[src/rtl/dbg_pkg.sv]
// Shared definitions for the dead-band generator.
// Assumes: all logic runs in the single timebase clock domain.
package dbg_pkg;
    localparam int DLY_W_DEFAULT = 10;
    localparam int NUM_PATHS     = 2;   // path 0 drives out_a, path 1 drives out_b

    typedef struct packed {
        logic rise;
        logic fall;
    } edge_t;
endpackage

[src/rtl/dbg_edge_detect.sv]
// Registers a level and reports its rising and falling transitions.
// Assumes: sig is synchronous to clk; the previous level resets to low.
module dbg_edge_detect
    import dbg_pkg::*;
(
    input  logic  clk,
    input  logic  rst_n,
    input  logic  sig,
    output edge_t ev
);
    logic prev_q;

    // Keep the level seen at the previous edge.
    always_ff @(posedge clk) begin
        if (!rst_n) prev_q <= 1'b0;
        else        prev_q <= sig;
    end

    // Compare the current level with the stored one.
    always_comb begin
        ev.rise = sig & ~prev_q;
        ev.fall = ~sig & prev_q;
    end
endmodule

[src/rtl/dbg_delay_unit.sv]
// Delays the rising edge of a level by a programmable clock count and
// passes the falling edge through after one clock.
// Assumes: dly is sampled on the edge that detects a rising transition;
// a falling transition cancels any pending count.
module dbg_delay_unit
    import dbg_pkg::*;
#(
    parameter int DLY_W = DLY_W_DEFAULT
) (
    input  logic             clk,
    input  logic             rst_n,
    input  logic             en,
    input  logic             sig,
    input  logic [DLY_W-1:0] dly,
    output logic             out
);
    localparam logic [DLY_W-1:0] CNT_ZERO = '0;
    localparam logic [DLY_W-1:0] CNT_ONE  = DLY_W'(1);

    edge_t            ev;
    logic [DLY_W-1:0] cnt_q;
    logic             out_q;

    dbg_edge_detect u_edge (
        .clk   (clk),
        .rst_n (rst_n),
        .sig   (sig),
        .ev    (ev)
    );

    // Count down after each rising transition and raise the output at the end.
    always_ff @(posedge clk) begin
        if (!rst_n) begin
            cnt_q <= CNT_ZERO;
            out_q <= 1'b0;
        end else if (!en) begin
            cnt_q <= CNT_ZERO;
            out_q <= sig;
        end else if (ev.rise) begin
            out_q <= (dly == CNT_ZERO);
            cnt_q <= dly;
        end else if (ev.fall) begin
            cnt_q <= CNT_ZERO;
            out_q <= 1'b0;
        end else if (cnt_q != CNT_ZERO) begin
            cnt_q <= cnt_q - CNT_ONE;
            if (cnt_q == CNT_ONE) out_q <= 1'b1;
        end
    end

    assign out = out_q;
endmodule

[src/rtl/dbg_deadband.sv]
// Complementary dead-band generator: out_a is the input with a delayed
// rising edge; out_b is the inverted input with a delayed rising edge
// (the input's falling edge, delayed).
// Assumes: one PWM input; active-high complementary polarity only.
module dbg_deadband
    import dbg_pkg::*;
#(
    parameter int DLY_W = DLY_W_DEFAULT
) (
    input  logic             clk,
    input  logic             rst_n,
    input  logic             enable,
    input  logic             pwm_in,
    input  logic [DLY_W-1:0] rise_dly,
    input  logic [DLY_W-1:0] fall_dly,
    output logic             out_a,
    output logic             out_b
);
    logic [NUM_PATHS-1:0] path_in;
    logic [NUM_PATHS-1:0] path_out;
    logic [DLY_W-1:0]     path_dly [NUM_PATHS];

    // Route the true input to path 0 and the inverted input to path 1.
    always_comb begin
        path_in[0]  = pwm_in;
        path_in[1]  = ~pwm_in;
        path_dly[0] = rise_dly;
        path_dly[1] = fall_dly;
    end

    for (genvar p = 0; p < NUM_PATHS; p++) begin : g_path
        dbg_delay_unit #(.DLY_W(DLY_W)) u_delay (
            .clk   (clk),
            .rst_n (rst_n),
            .en    (enable),
            .sig   (path_in[p]),
            .dly   (path_dly[p]),
            .out   (path_out[p])
        );
    end

    assign out_a = path_out[0];
    assign out_b = path_out[1];
endmodule

[config.mk]
export PLATFORM = sky130hd
export DESIGN_NAME = dbg_deadband
export DESIGN_NICKNAME = d
export VERILOG_FILES = /design/src/rtl/dbg_pkg.sv /design/src/rtl/dbg_edge_detect.sv /design/src/rtl/dbg_delay_unit.sv /design/src/rtl/dbg_deadband.sv
export SDC_FILE = /design/constraint.sdc
export NUM_CORES = 1
export LEC_CHECK = 0
export BUFFER_PORTS_ARGS = -buffer_cell sky130_fd_sc_hd__buf_2
export CORE_MARGIN = 3
export CORE_UTILIZATION = 35
export DETAILED_ROUTE_END_ITERATION = 8
export GPL_TIMING_DRIVEN = 0
export PLACE_DENSITY = 0.53
export SKIP_LAST_GASP = 1
export SLEW_MARGIN = 20
export SYNTH_ARGS = -nofsm -noshare
export SYNTH_HDL_FRONTEND = slang
export SYNTH_HIERARCHICAL = 1
export SYNTH_SLANG_ARGS = --single-unit
export TNS_END_PERCENT = 30
[constraint.sdc]
create_clock -name clk -period 4.17 [get_ports clk]
set_input_delay 0 -clock clk [delete_from_list [all_inputs] [get_ports clk]]
set_output_delay 0 -clock clk [all_outputs]
set_load 0.05 [all_outputs]
==> results of run 1 <==
## sequential cells by signal (all words and copies together) (netlist names)
register / cells
g_path.u_delay/cnt_q: 20
g_path.u_delay/out: 2
g_path.u_delay/u_edge/prev_q: 2
## layout by cell type, fill, tap and decap left out, types with 5 or more instances in the layout
cell,count
a21oi_1,14
nor2b_1,8
inv_1,5
nor2_1,18
a22oi_1,6
nand2_1,20
o21ai_0,10
buf_2,25
dfxtp_1,24
## worst reg2reg max path: cells and delay by family (launching register included)
kind | cells | cell delay (ns)
and+or+nand+nor | 3 | 1.32
DFF | 1 | 0.37
AOI/OAI and AO/OA | 1 | 0.14
## final cells by class
| class | count | area, µm² | area share |
|---|---|---|---|
| multi-input cells | 144 | 896 | 0.534 |
| inverters | 5 | 18.8 | 0.0112 |
| plain buffers | 4 | 15.0 | 0.00896 |
| clock buffers | 3 | 41.3 | 0.0246 |
| repair buffers | 29 | 165 | 0.0985 |
| flip-flops and latches | 24 | 480 | 0.287 |
| well taps | 48 | 60.1 | 0.0358 |
## report_power, final
group / internal, mW / switching [mW]
sequential: 0.251 / 0.0274
clock: 0.0645 / 0.0721
combinational: 0.0929 / 0.124
## logic make-up after synthesis
family                   after synthesis  synth area share
adder cells (fa/ha/maj)                4            0.0355
AND/OR/NAND/NOR                       84             0.334
flip-flops                            24             0.341
XOR/XNOR                               2            0.0124
AO/OA/AOI/OAI                         52             0.238
multiplexers                           2            0.0160
buffers and inverters                  9            0.0240
## worst paths after layout
path                                                               from                                 endpoint  slack [ns]  cells past startpoint
worst min-delay path                                        fall_dly[3]  g_path[1].u_delay/cnt_q[3]$_SDFFE_PN0P_        0.01                      3
worst min register to register       g_path[1].u_delay/out$_SDFFE_PN0P_       g_path[1].u_delay/out$_SDFFE_PN0P_        0.52                      2
worst max register to register  g_path[1].u_delay/cnt_q[6]$_SDFFE_PN0P_  g_path[1].u_delay/cnt_q[5]$_SDFFE_PN0P_        2.23                      4
worst max-delay path            g_path[1].u_delay/cnt_q[6]$_SDFFE_PN0P_  g_path[1].u_delay/cnt_q[5]$_SDFFE_PN0P_        2.23                      4
## metrics by stage
stage	cell area (µm²)	utilization
2_1_floorplan	1410	-
4_1_cts	1680	0.445
3_3_place_gp	1600	0.423
5_1_grt	1680	0.445
3_5_place_dp	1600	0.423
6_report	1680	0.445
## metal layers
metal / part of all wire / routed length (µm) / GRT usage / up-vias
li1: - / - / - / 728
met3: 0.047 / 171 / 0.0333 / 2
met2: 0.41 / 1510 / 0.209 / 35
met1: 0.53 / 1950 / 0.246 / 692
met4: 0.0052 / 19 / 0.0260 / 0
met5: 0 / 0 / 0 / -
==> flow_summary_export.csv, run 1 <==
group,metric,value,unit
critical_path,critPathLaunchType,"register",
sta,setup_ws,2.23,ns
cells_and_area,nets,239,
global_route,first_global_vias,1309,
logic_synthesis,ys.flop_type,"dfxtp_1",
clock_network,cts_max_level,1,
placement,dpl.hpwl,2830,µm
critical_path,worstPathArrival,2.09,ns
logic_synthesis,synth_top_area_frac,0.341,
sta,tightest_slew,0.739,ns
floorplanning,die_h,69.5,µm
sta,finalSetupViolations,0,
route,vias,1457,
floorplanning,die_x,69.5,µm
critical_path,worst_path_max_delay_cell,"nor4_1",
power,peakVddDrop,0.231,mV
floorplanning,rows,22,
route,postRouteAntennaNets,0,
logic_synthesis,synth_area,1410,µm²
outcome,status,"finished clean",
logic_synthesis,synth.area.top_cells,"dfxtp_1 34%, nand2_1 5.3%, a21oi_1 5.0%, nor2_1 4.8%, ha_1 3.5%",
critical_path,path_max_fanout,7,
clock_network,clock-root-buffer,"clkbuf_8",
logic_synthesis,yosys_warnings,6,
global_route,grt_max_degree,13,
logic_synthesis,netlist_instances,177,
route,firstDrtPassIters,4,
sta,maxSlewViolCount,0,
logic_synthesis,synth_seq_area_share,0.341,
cells_and_area,syn_to_final_growth,18.9,%
global_route,grt_pass1_wl,6220,µm
placement,gp_congestion,0.818,
logic_synthesis,synthesis.nets,205,
logic_synthesis,synth-edff-count,0,
floorplanning,start_util,0.374,
sta,rsz0062_at_grt,"false",
critical_path,crit_path_end_kind,"register",
route,drtIter0Drc,130,
logic_synthesis,async_flop_share,0,
global_route,grt_overflow,0,
hold_path,hold_path.class,"input pin to register",
clock_network,cts_buffer_depth,2,
critical_path,crit_chain,"nor4_1, nand4_1, nand3_1, o21ai_0",
placement,numPortBuffers,25,
logic_synthesis,ys_ff_latch,24,
sta,fin_crit_sh,0.466,
critical_path,crit_family,"simple AND/OR/NAND/NOR gates",
floorplanning,die-area,4830,µm²
cells_and_area,antenna_cells,0,
floorplanning,design.core.area,3770,µm²
logic_synthesis,yosysMostFrequentCell,"dfxtp_1",
sta,fin_worst_skew,0.00357,ns
route,drc,0,
route,routedWlPerCell,14.2,µm
placement,dpl.cell_count,250,
sta,setup_tns,0,ns
placement,post-place-ws,2.25,ns
sta,fin_worst_hold_slack,0.0109,ns
logic_synthesis,ys_types,32,
sta,relSlewSlack,0.503,
flow_run,max_cap_viol_count,0,
global_route,antenna_found_initial,0,
global_route,grt_util_all_layers,0.154,
clock_network,ctsResizeCount,0,
floorplanning,ios,26,
clock_network,clk_latency,0.26,ns
logic_synthesis,netlist_top_cells_count,"24 x dfxtp_1, 20 x nand2_1, 18 x nor2_1",
route,vias_per_cell,5.67,
clock_network,clock_sinks,24,
clock_network,cts-buffers-inserted,3,
critical_path,slowest_delay,0.68,ns
critical_path,worstPathRequired,4.32,ns
cells_and_area,fin_cells,257,
clock_network,cts_setup_buffers,0,
power,power,0.632,mW
sta,max_freq,515,MHz
clock_network,cts_tree,"yes",
clock_network,cts_hold_buf,4,
logic_synthesis,avgSynthCellArea,7.97,µm²
clock_network,worst_setup_hold_path_clk_slew,0.08,ns
route,routed_wl,3660,µm
cells_and_area,drive_above_1_share,0.172,
power,power_leakage,0.653,nW
critical_path,worst-setup-path-type,"register to register",
cells_and_area,nFillCells,389,
critical_path,critical_path_buf_inv_count,0,
sta,fin_crit,1.94,ns
logic_synthesis,yosys.area.top_type,"dfxtp_1",
sta,finalHoldViolCount,0,
power,power_density,377,nW/µm²
Power figures use the tool's default switching activity.
==> run 2: changes to the inputs <==
--- a/config.mk
+++ b/config.mk
@@ -10,7 +10,7 @@
 export CORE_UTILIZATION = 35
 export DETAILED_ROUTE_END_ITERATION = 8
 export GPL_TIMING_DRIVEN = 0
-export PLACE_DENSITY = 0.53
+export PLACE_DENSITY = 0.55
 export SKIP_LAST_GASP = 1
 export SLEW_MARGIN = 20
 export SYNTH_ARGS = -nofsm -noshare
==> constraint.sdc (replaced) <==
create_clock -name clk -period 1.6 [get_ports clk]
set_input_delay 0 -clock clk [delete_from_list [all_inputs] [get_ports clk]]
set_output_delay 0 -clock clk [all_outputs]
set_load 0.05 [all_outputs]
==> flow_summary_export.csv, run 2 (same netlist as run 1, synthesis figures left out) <==
group,metric,value,unit
placement,dpl.cell_count,250,
cells_and_area,largest_register_ffs,20,
clock_network,clock_sinks,24,
power,peakVddDrop,0.523,mV
clock_network,cts-buffers-inserted,3,
sta,finalHoldViolCount,0,
cells_and_area,antenna_cells,0,
sta,relSlewSlack,0.720,
cells_and_area,nFillCells,367,
outcome,violations,"setup timing",
global_route,first_global_vias,1355,
sta,fin_crit,1.63,ns
route,drtIter0Drc,73,
floorplanning,rows,22,
clock_network,cts_buffer_depth,2,
route,postRouteAntennaNets,0,
power,internal-power,1.16,mW
power,p_clk_frac,0.233,
critical_path,worstPathArrival,1.83,ns
floorplanning,ios,26,
global_route,grtUsageMet1,0.224,
power,power.share.sequential,0.415,
placement,gp_congestion,0.868,
floorplanning,die_h,69.5,µm
global_route,grt_max_degree,14,
power,power_density,987,nW/µm²
critical_path,crit_path_end_kind,"register",
placement,numPortBuffers,25,
global_route,grt_pass1_wl,6190,µm
global_route,top_usage_layer,"met2",
sta,maxSlewViolCount,0,
floorplanning,die_x,69.5,µm
floorplanning,die-area,4830,µm²
placement,dpl.hpwl,2850,µm
placement,placed_cell_area,1600,µm²
clock_network,cts_max_level,1,
clock_network,clk_latency,0.27,ns
cells_and_area,largest-register,"g_path.u_delay/cnt_q",
sta,finalSetupViolations,1,
sta,fin_worst_skew,0.00302,ns
global_route,grt.met2_usage,0.236,
sta,setup_tns,-0.0340,ns
cells_and_area,fin_cells,263,
route,routedWlPerCell,14.4,µm
power,power_leakage,0.708,nW
cells_and_area,mostFrequentLayoutCells,"25 x buf_2, 22 x dfxtp_1, 20 x nand2_1",
power,combPwrFrac,0.352,
route,routed_wl,3800,µm
cells_and_area,final_util,0.476,
floorplanning,design.core.area,3770,µm²
clock_network,clock-root-buffer,"clkbuf_8",
power,power.switching,0.609,mW
flow_run,max_cap_viol_count,0,
route,firstDrtPassIters,4,
power,swShare,0.344,
sta,tightest_slew,0.417,ns
global_route,grt_overflow,0,
cells_and_area,final_common_cell,"buf_2",
global_route,antenna_found_initial,0,
floorplanning,start_util,0.374,
clock_network,cts_tree,"yes",
critical_path,path_max_fanout,6,
sta,setup_ws,-0.0340,ns
hold_path,hold_path.class,"input pin to register",
cells_and_area,syn_to_final_growth,27.4,%
cells_and_area,nets,244,
sta,rsz0062_at_grt,"true",
global_route,met3_usage,0.0391,
outcome,status,"finished, violations left",
critical_path,critPathLaunchType,"register",
cells_and_area,fin_area,1800,µm²
route,drc,0,
sta,fin_worst_hold_slack,0.0114,ns
global_route,grt_util_all_layers,0.157,
sta,max_freq,612,MHz
route,vias,1438,
cells_and_area,drive_above_1_share,0.228,
sta,fin_crit_sh,1.02,
critical_path,worstPathRequired,1.80,ns
route,vias_per_cell,5.47,
clock_network,worst_setup_hold_path_clk_slew,0.08,ns
critical_path,worst-setup-path-type,"register to register",
-- run 2: cell types whose count changed in the layout (fill, tap and decap cells not counted), moves of 2 or more --
cell           change
buf_4              +2
nand3_2            +2
clkbuf_1           -3
nor4_4             +2
nand3_1            -2
clkbuf_2           +3
dlygate4sd3_1      +3
dfxtp_2            +2
nor4_1             -2
dfxtp_1            -2
-- run 2: metal layers --
metal / vias to the layer above / wire [µm] / part of all wire
met2: 30 / 1720 / 0.45
met1: 665 / 1910 / 0.50
met5: - / 0 / 0
met4: 0 / 19 / 0.0050
met3: 2 / 152 / 0.040
li1: 741 / - / -
-- run 2: per-stage QoR --
step | setup WS [ns] | power [mW]
finish | -0.0340 | 1.77
global route | -0.0976 | 1.90
CTS | -0.0287 | 1.77
detailed placement | -0.338 | 1.29
global placement | -0.329 | 1.28
floorplan | 0.116 | 1.14
-- run 2: cell type report --
cell class | count | area [µm²] | share of cell area
multi-input combinational | 144 | 951 | 0.529
clock buffer | 4 | 55.1 | 0.0306
timing repair buffer | 34 | 210 | 0.117
tap | 48 | 60.1 | 0.0334
sequential | 24 | 483 | 0.269
buffer | 4 | 18.8 | 0.0104
inverter | 5 | 18.8 | 0.0104
-- run 2: repair_timing --
action	CTS	global route
gates resized for setup	6	11
setup endpoints to repair	16	15
pin swaps	2	2
buffers inserted	1	1
hold buffers	7	0
hold endpoints to repair	7	0
-- run 2: worst max-delay path, stage by stage, from the launching register on --
cell     delay [ns]
dfxtp_1        0.36
nor4_4         0.46
nand2_2        0.12
or4b_1         0.47
a31oi_1        0.16
-- run 2: power groups by stage --
stage	combinational, mW	clock, mW	sequential, mW
after floorplan	0.403	0	0.732
after global routing	0.693	0.458	0.745
after global placement	0.543	0	0.734
after CTS	0.598	0.439	0.732
final	0.624	0.413	0.736
after detailed placement	0.550	0	0.735
-- run 2: final timing paths --
check | from | end | slack (ns) | depth (start not counted)
hold / removal | rise_dly[4] | g_path[0].u_delay/cnt_q[4]$_SDFFE_PN0P_ | 0.01 | 3
setup / recovery | g_path[1].u_delay/cnt_q[5]$_SDFFE_PN0P_ | g_path[1].u_delay/cnt_q[8]$_SDFFE_PN0P_ | -0.03 | 4
setup reg to reg | g_path[1].u_delay/cnt_q[5]$_SDFFE_PN0P_ | g_path[1].u_delay/cnt_q[8]$_SDFFE_PN0P_ | -0.03 | 4
hold reg to reg | g_path[1].u_delay/out$_SDFFE_PN0P_ | g_path[1].u_delay/out$_SDFFE_PN0P_ | 0.52 | 2
==> run 3: changes to the inputs <==
--- a/config.mk
+++ b/config.mk
@@ -6,8 +6,9 @@
 export NUM_CORES = 1
 export LEC_CHECK = 0
 export BUFFER_PORTS_ARGS = -buffer_cell sky130_fd_sc_hd__buf_2
-export CORE_MARGIN = 3
+export CORE_MARGIN = 1.5
 export CORE_UTILIZATION = 35
+export CTS_CLUSTER_SIZE = 10
 export DETAILED_ROUTE_END_ITERATION = 8
 export GPL_TIMING_DRIVEN = 0
 export PLACE_DENSITY = 0.55
==> flow_summary_export.csv, run 3 (same netlist as run 1, synthesis figures left out) <==
group,metric,value,unit
clock_network,cts_tree,"yes",
sta,maxSlewViolCount,0,
route,firstDrtPassIters,4,
flow_run,max_cap_viol_count,0,
clock_network,cts-buffers-inserted,3,
critical_path,crit_end,"g_path[1].u_delay/cnt_q[8]$_SDFFE_PN0P_",
route,routedWlPerCell,14.8,µm
route,drc,0,
sta,finalSetupViolations,0,
sta,setup_tns,0,ns
sta,fin_crit_sh,0.979,
route,postRouteAntennaNets,0,
cells_and_area,largest-register,"g_path.u_delay/cnt_q",
critical_path,worst-setup-path-type,"register to register",
global_route,grt_overflow,0,
critical_path,worstPathArrival,1.77,ns
floorplanning,rows,22,
route,routed_wl,3890,µm
floorplanning,die_x,66.5,µm
route,vias,1486,
critical_path,reg2reg_slack,0.03,ns
critical_path,crit_path_end_kind,"register",
critical_path,ff2ff_path_depth,4,
sta,relSlewSlack,0.705,
placement,post-place-ws,-0.340,ns
placement,dpl.hpwl,2860,µm
floorplanning,ios,26,
global_route,grt_util_all_layers,0.191,
sta,tightest_slew,0.443,ns
floorplanning,design.core.area,3770,µm²
critical_path,worstPathRequired,1.80,ns
global_route,grt_pass1_wl,6490,µm
clock_network,clock-root-buffer,"clkbuf_8",
cells_and_area,largest_register_ffs,20,
floorplanning,start_util,0.374,
critical_path,path_max_fanout,5,
power,power_leakage,0.703,nW
cells_and_area,mostFrequentLayoutCells,"25 x buf_2, 20 x nand2_1, 20 x dfxtp_1",
critical_path,reg2reg_from,"g_path[1].u_delay/cnt_q[5]$_SDFFE_PN0P_",
cells_and_area,final_common_cell,"buf_2",
floorplanning,die_h,66.5,µm
route,vias_per_cell,5.65,
power,power_density,983,nW/µm²
route,drtIter0Drc,78,
sta,fin_crit,1.57,ns
hold_path,hold_path.class,"input pin to register",
clock_network,worst_setup_hold_path_clk_slew,0.09,ns
sta,rsz0062_at_grt,"true",
global_route,grt_max_degree,13,
power,peakVddDrop,0.724,mV
clock_network,cts_buffer_depth,2,
sta,fin_worst_skew,0.00427,ns
clock_network,clock_sinks,24,
clock_network,cts_max_level,1,
sta,finalHoldViolCount,0,
critical_path,critPathLaunchType,"register",
cells_and_area,antenna_cells,0,
cells_and_area,nets,245,
critical_path,crit_start,"g_path[1].u_delay/cnt_q[5]$_SDFFE_PN0P_",
sta,max_freq,639,MHz
cells_and_area,drive_above_1_share,0.247,
global_route,first_global_vias,1366,
critical_path,rr_endpoint,"g_path[1].u_delay/cnt_q[8]$_SDFFE_PN0P_",
cells_and_area,syn_to_final_growth,26.9,%
global_route,antenna_found_initial,0,
floorplanning,die-area,4420,µm²
clock_network,clk_latency,0.27,ns
sta,setup_ws,0.0343,ns
placement,gp_congestion,0.830,
placement,numPortBuffers,25,
outcome,status,"finished clean",
run 3: layout make-up:
cell class / instances / area, µm²
fillers: 392 / 1980
multi-input cells: 144 / 951
flip-flops and latches: 24 / 488
repair buffers: 35 / 213
well taps: 48 / 60.1
clock buffers: 3 / 41.3
inverters: 5 / 18.8
plain buffers: 4 / 17.5
run 3: power by group:
part	total (mW)	switching (mW)	internal (mW)
registers	0.736	0.0809	0.655
logic	0.656	0.344	0.312
clock network	0.367	0.198	0.169
total	1.76	0.624	1.14
run 3: how the worst min path moves through the flow:
stage / from / end / slack [ns] / depth (start not counted)
2_1_floorplan: enable / g_path[0].u_delay/out$_SDFFE_PN0P_ / 0.12 / 1
3_3_place_gp: fall_dly[3] / g_path[1].u_delay/cnt_q[3]$_SDFFE_PN0P_ / 0.25 / 3
3_5_place_dp: fall_dly[3] / g_path[1].u_delay/cnt_q[3]$_SDFFE_PN0P_ / 0.26 / 3
4_1_cts: rise_dly[8] / g_path[0].u_delay/cnt_q[8]$_SDFFE_PN0P_ / 0.001 / 3
5_1_grt: rise_dly[8] / g_path[0].u_delay/cnt_q[8]$_SDFFE_PN0P_ / 0.02 / 3
6_report: fall_dly[8] / g_path[1].u_delay/cnt_q[8]$_SDFFE_PN0P_ / 0.005 / 3
run 3: what timing repair did:
item                                    4_1_cts  5_1_grt
endpoints found under the setup margin       16       18
pin swaps                                     0        5
setup buffers                                 0        5
hold endpoints to repair                      5        0
resized for setup                             6       12
hold buffers                                  5        0
run 3: per-layer routing:
metal / vias to the layer above / GRT usage / wire [µm]
met2: 39 / 0.293 / 1730
li1: 739 / - / -
met5: - / 0 / 0
met3: 2 / 0.0456 / 194
met1: 706 / 0.271 / 1930
met4: 0 / 0.0408 / 23
run 3: per-stage QoR:
step / area [µm²] / cells / power [mW] / utilization / hold slack [ns]
6_report: 1790 / 263 / 1.76 / 0.474 / 0.00534
5_1_grt: 1790 / 263 / 1.89 / 0.474 / 0.0153
4_1_cts: 1730 / 258 / 1.70 / 0.458 / 0.00142
3_5_place_dp: 1600 / 250 / 1.29 / 0.423 / 0.260
3_3_place_gp: 1600 / 250 / 1.27 / 0.423 / 0.250
2_1_floorplan: 1410 / 177 / 1.14 / - / 0.121
run 3: critical path, cell delays in order, from the launching register on:
cell,delay (ns)
dfxtp_2,0.35
nor4_4,0.38
nand2_2,0.12
or4b_1,0.48
a31oi_1,0.16
